### config.mk
export PLATFORM = sky130hd
export DESIGN_NAME = prbs_quad_phase
export DESIGN_NICKNAME = d
export VERILOG_FILES = /design/src/rtl/prbs_quad_phase.sv
export SDC_FILE = /design/constraint.sdc
export NUM_CORES = 1
export LEC_CHECK = 0
export BUFFER_PORTS_ARGS = -buffer_cell sky130_fd_sc_hd__buf_4
export CORE_ASPECT_RATIO = 0.8
export CORE_UTILIZATION = 26
export CTS_CLUSTER_DIAMETER = 40
export CTS_CLUSTER_SIZE = 25
export DETAILED_ROUTE_END_ITERATION = 8
export MAX_ROUTING_LAYER = met4
export REMOVE_ABC_BUFFERS = 1
export SETUP_SLACK_MARGIN = 0.2
export SYNTH_ARGS = -nofsm -noshare
export SYNTH_HDL_FRONTEND = slang
export SYNTH_SLANG_ARGS = --single-unit
### constraint.sdc
create_clock -name clk -period 0.9 [get_ports clk]
set_input_delay 0.045 -clock clk [delete_from_list [all_inputs] [get_ports clk]]
set_output_delay 0.045 -clock clk [all_outputs]
set_load 0.02 [all_outputs]
### src/rtl/prbs_quad_phase.sv
module prbs_quad_phase #(
  parameter int STAGES = 31,
  parameter int FB_TAP = 28,
  parameter int LANES  = 4,
  parameter int GROUP  = 8
) (
  input  logic              clk,
  input  logic              rst_n,
  input  logic [STAGES-1:0] stage_i,
  output logic [LANES-1:0]  lane_o
);

  localparam bit SPLIT = (GROUP > 0) && (GROUP < STAGES);
  localparam int NGRP  = SPLIT ? (STAGES + GROUP - 1) / GROUP : 1;
  localparam logic [63:0] WMASK  = (64'd1 << STAGES) - 64'd1;
  localparam logic [63:0] LOWP   = 64'd1 | (64'd1 << (STAGES - FB_TAP));
  localparam longint      PERIOD = longint'(WMASK);

  // multiply a residue by z modulo z^STAGES + z^(STAGES-FB_TAP) + 1
  function automatic logic [63:0] times_z(input logic [63:0] r);
    logic [63:0] s;
    s = (r << 1) & WMASK;
    if (r[STAGES-1]) s = s ^ LOWP;
    return s;
  endfunction

  function automatic logic [63:0] poly_mul(input logic [63:0] a, input logic [63:0] b);
    logic [63:0] acc;
    acc = '0;
    for (int i = STAGES - 1; i >= 0; i--) begin
      acc = times_z(acc);
      if (b[i]) acc = acc ^ a;
    end
    return acc;
  endfunction

  function automatic logic [63:0] z_pow(input logic [63:0] e);
    logic [63:0] r;
    r = 64'd1;
    for (int i = 63; i >= 0; i--) begin
      r = poly_mul(r, r);
      if (e[i]) r = times_z(r);
    end
    return r;
  endfunction

  function automatic longint inv_mod(input longint a, input longint m);
    longint t, nt, r, nr, q, tmp;
    t = 0; nt = 1; r = m; nr = a;
    while (nr != 0) begin
      q   = r / nr;
      tmp = t - q * nt; t = nt; nt = tmp;
      tmp = r - q * nr; r = nr; nr = tmp;
    end
    if (t < 0) t = t + m;
    return t;
  endfunction

  // lane k = b[t + k*E]; residue of z^(D+STAGES-1) gives taps, stage i <-> coeff STAGES-1-i
  function automatic logic [STAGES-1:0] lane_mask(input int k);
    longint d;
    logic [63:0] r;
    logic [STAGES-1:0] m;
    d = (longint'(k) * inv_mod(longint'(LANES), PERIOD)) % PERIOD;
    r = z_pow(64'(d) + 64'(STAGES - 1));
    for (int i = 0; i < STAGES; i++) m[i] = r[STAGES-1-i];
    return m;
  endfunction

  function automatic logic [STAGES-1:0] grp_sel(input int g);
    logic [63:0] w;
    w = ((64'd1 << GROUP) - 64'd1) << (g * GROUP);
    return w[STAGES-1:0];
  endfunction

  for (genvar k = 0; k < LANES; k++) begin : g_lane
    localparam logic [STAGES-1:0] MASK = lane_mask(k);
    logic lane_q;

    if (SPLIT) begin : g_tree
      logic [NGRP-1:0] part_q;
      always_ff @(posedge clk or negedge rst_n) begin
        if (!rst_n) begin
          part_q <= '0;
          lane_q <= 1'b0;
        end else begin
          for (int g = 0; g < NGRP; g++) part_q[g] <= ^(stage_i & MASK & grp_sel(g));
          lane_q <= ^part_q;
        end
      end
    end else begin : g_flat
      always_ff @(posedge clk or negedge rst_n) begin
        if (!rst_n) lane_q <= 1'b0;
        else        lane_q <= ^(stage_i & MASK);
      end
    end

    assign lane_o[k] = lane_q;
  end

endmodule

==> reports/metrics.cfg <==
[timing]
hold_viol_final = 1
whs_ns = -0.0472
setup_violations = 0
min_period_over_period = 0.922
max_freq_mhz = 1200
relSlewSlack = 0.889
fin_tns_setup_ns = 0
slew_violations = 0
finalCriticalPeriod_ns = 0.830
fin_skew_ns = 0.00178
rsz0062_at_grt = true
tightest_slew_ns = 0.165

[power]
p_total_mw = 1.39
peakVddDrop_uv = 769
power_density_nw_per_um2 = 1620
p_leak_nw = 0.453

[synth]
synth_top_area_cell = dfrtp_1
synth_area_leaders = dfrtp_1 69%, xor2_1 21%, buf_4 6.4%
synth_seq_cells = 13
synth_area_um2 = 469
ys_warn_count = 0
yosysTopAreaCellShare = 0.693
seq_area_frac_synth = 0.693
syn_inst = 30
yosysUniqueCellTypes = 4
syn_avg_cell_area_um2 = 15.6

[grt]
grt_pass1_vias = 309
grt_start_max_net_pins = 14
gr-total-overflow = 0
grt_use_total = 0.109
grt_antenna_before_repair = 0
grt_first_pass_wirelength_um = 1390

[setup_path]
crit_chain = buf_6
critPathLaunch = g_lane[0].lane_q$_DFF_PN0_
cp_num_cells = 1
required_ns = 0.85
cp_num_buf_inv = 1
worst-endpoint-arrival_ns = 0.78
slowest_delay_ns = 0.38
worstSetupEndpointType = output port
endpoint = lane_o[0]
r2r_start = g_lane[3].g_tree.part_q[3]$_DFF_PN0_
critPathSlowestCell = dfrtp_1
crit_path_start_kind = register
critical_path.top_delay_family = flip-flops
reg2reg_slack_ns = 0.13
r2r-end = g_lane[3].lane_q$_DFF_PN0_
crit_type = register to output port
crit_fanout = 1
r2r_cells = 2

[drt]
wl_per_cell_um = 10.3
wirelength_um = 938
drc_errors = 0
antenna_left = 0
via_count = 335
dr.pass1.iters = 2
viasPerCell = 3.68
drtIter0Drc = 2

[clocking]
cts-root-buf = clkbuf_4
path_clk_slew_ns = 0.08
cts_buffer_depth = 2
cts_setup_buffers = 0
cts_inserted_buffers = 3
htreeDepth = 1
insertion_delay_ns = 0.28
cts.sinks = 13
cts_tree = built

[die]
rows = 13
die_w_um = 49.5
die-height_um = 40.0
die-area_um2 = 1980
initial_core_util = 0.283
core_um2 = 1660
num_io_pins = 37

[run]
cap_violations = 0

[layout]
diodes = 0
final_cell_area_um2 = 858
drive_above_1_share = 0.362
layout.cells.most_common = buf_4
final_cell_mix = 18 x buf_4, 13 x dfrtp_1, 11 x xor2_1, 11 x dlygate4sd3_1, 6 x dlymetal6s4s_1
final_nets = 103
syn_to_final_growth_pct = 82.9

[placement]
io_buffers = 22
place.gp.congestion = 0.546
place_area_um2 = 632

[hold_path]
hold_class = input port to register

[run_status]
outcome = complete, but fails checks
violations = hold timing

[cells in the mapped netlist (all sizes together)]
master / instances
dfrtp: 13
buf: 4
xor2: 11
xnor2: 2
[metrics by stage]
stage | worst slack, ns | hold WS, ns | cells | util
6_report | 0.0700 | -0.0472 | 91 | 0.517
2_1_floorplan | 0.152 | -0.251 | 26 | -
4_1_cts | 0.0644 | -0.0526 | 89 | 0.496
3_3_place_gp | 0.143 | -0.107 | 70 | 0.381
5_1_grt | 0.0440 | -0.0478 | 91 | 0.517
3_5_place_dp | 0.137 | -0.107 | 70 | 0.381
[repair_timing]
item	CTS	global route
gates cloned	0	0
endpoints found under the hold margin	22	3
setup endpoints to repair	5	11
resized for setup	4	6
hold buffers	15	2
[cell families after synthesis]
logic type	count (synthesis)	synth area share
flops	13	0.693
xor+xnor	13	0.243
buf+inv	4	0.0640
[worst min-delay path by stage]
stage           startpoint                              endpoint  depth (start not counted)
6_report       stage_i[14]  g_lane[3].g_tree.part_q[1]$_DFF_PN0_                          2
5_1_grt        stage_i[14]  g_lane[3].g_tree.part_q[1]$_DFF_PN0_                          2
4_1_cts        stage_i[30]  g_lane[1].g_tree.part_q[3]$_DFF_PN0_                          2
3_5_place_dp         rst_n  g_lane[3].g_tree.part_q[3]$_DFF_PN0_                          1
3_3_place_gp         rst_n  g_lane[3].g_tree.part_q[3]$_DFF_PN0_                          1
2_1_floorplan        rst_n  g_lane[0].g_tree.part_q[0]$_DFF_PN0_                          0
[per-layer routing]
| metal | global-route usage | vias up | routed length, µm | share of wire |
|---|---|---|---|---|
| li1 | - | 164 | - | - |
| met1 | 0.115 | 156 | 367 | 0.39 |
| met2 | 0.178 | 10 | 498 | 0.53 |
| met3 | 0.0114 | 5 | 30 | 0.032 |
| met4 | 0.129 | 0 | 42 | 0.045 |
| met5 | - | - | 0 | 0 |
[report_power, final]
| group | total [mW] | internal, mW | switching (mW) |
|---|---|---|---|
| clock network | 0.357 | 0.172 | 0.185 |
| registers | 0.693 | 0.661 | 0.0317 |
| logic | 0.342 | 0.216 | 0.126 |
[flip-flops by register name, summed over array words and instances (netlist names)]
name / flops
g_lane.lane_q: 4
g_lane.g_tree.part_q: 9
[final cells by class]
class	instances	area, µm²
clock buffer	4	26.3
fill	144	801
multi-input combinational	13	114
sequential	13	325
tap	22	27.5
timing repair buffer	39	365
No activity file was read; power rests on OpenSTA's default activity.
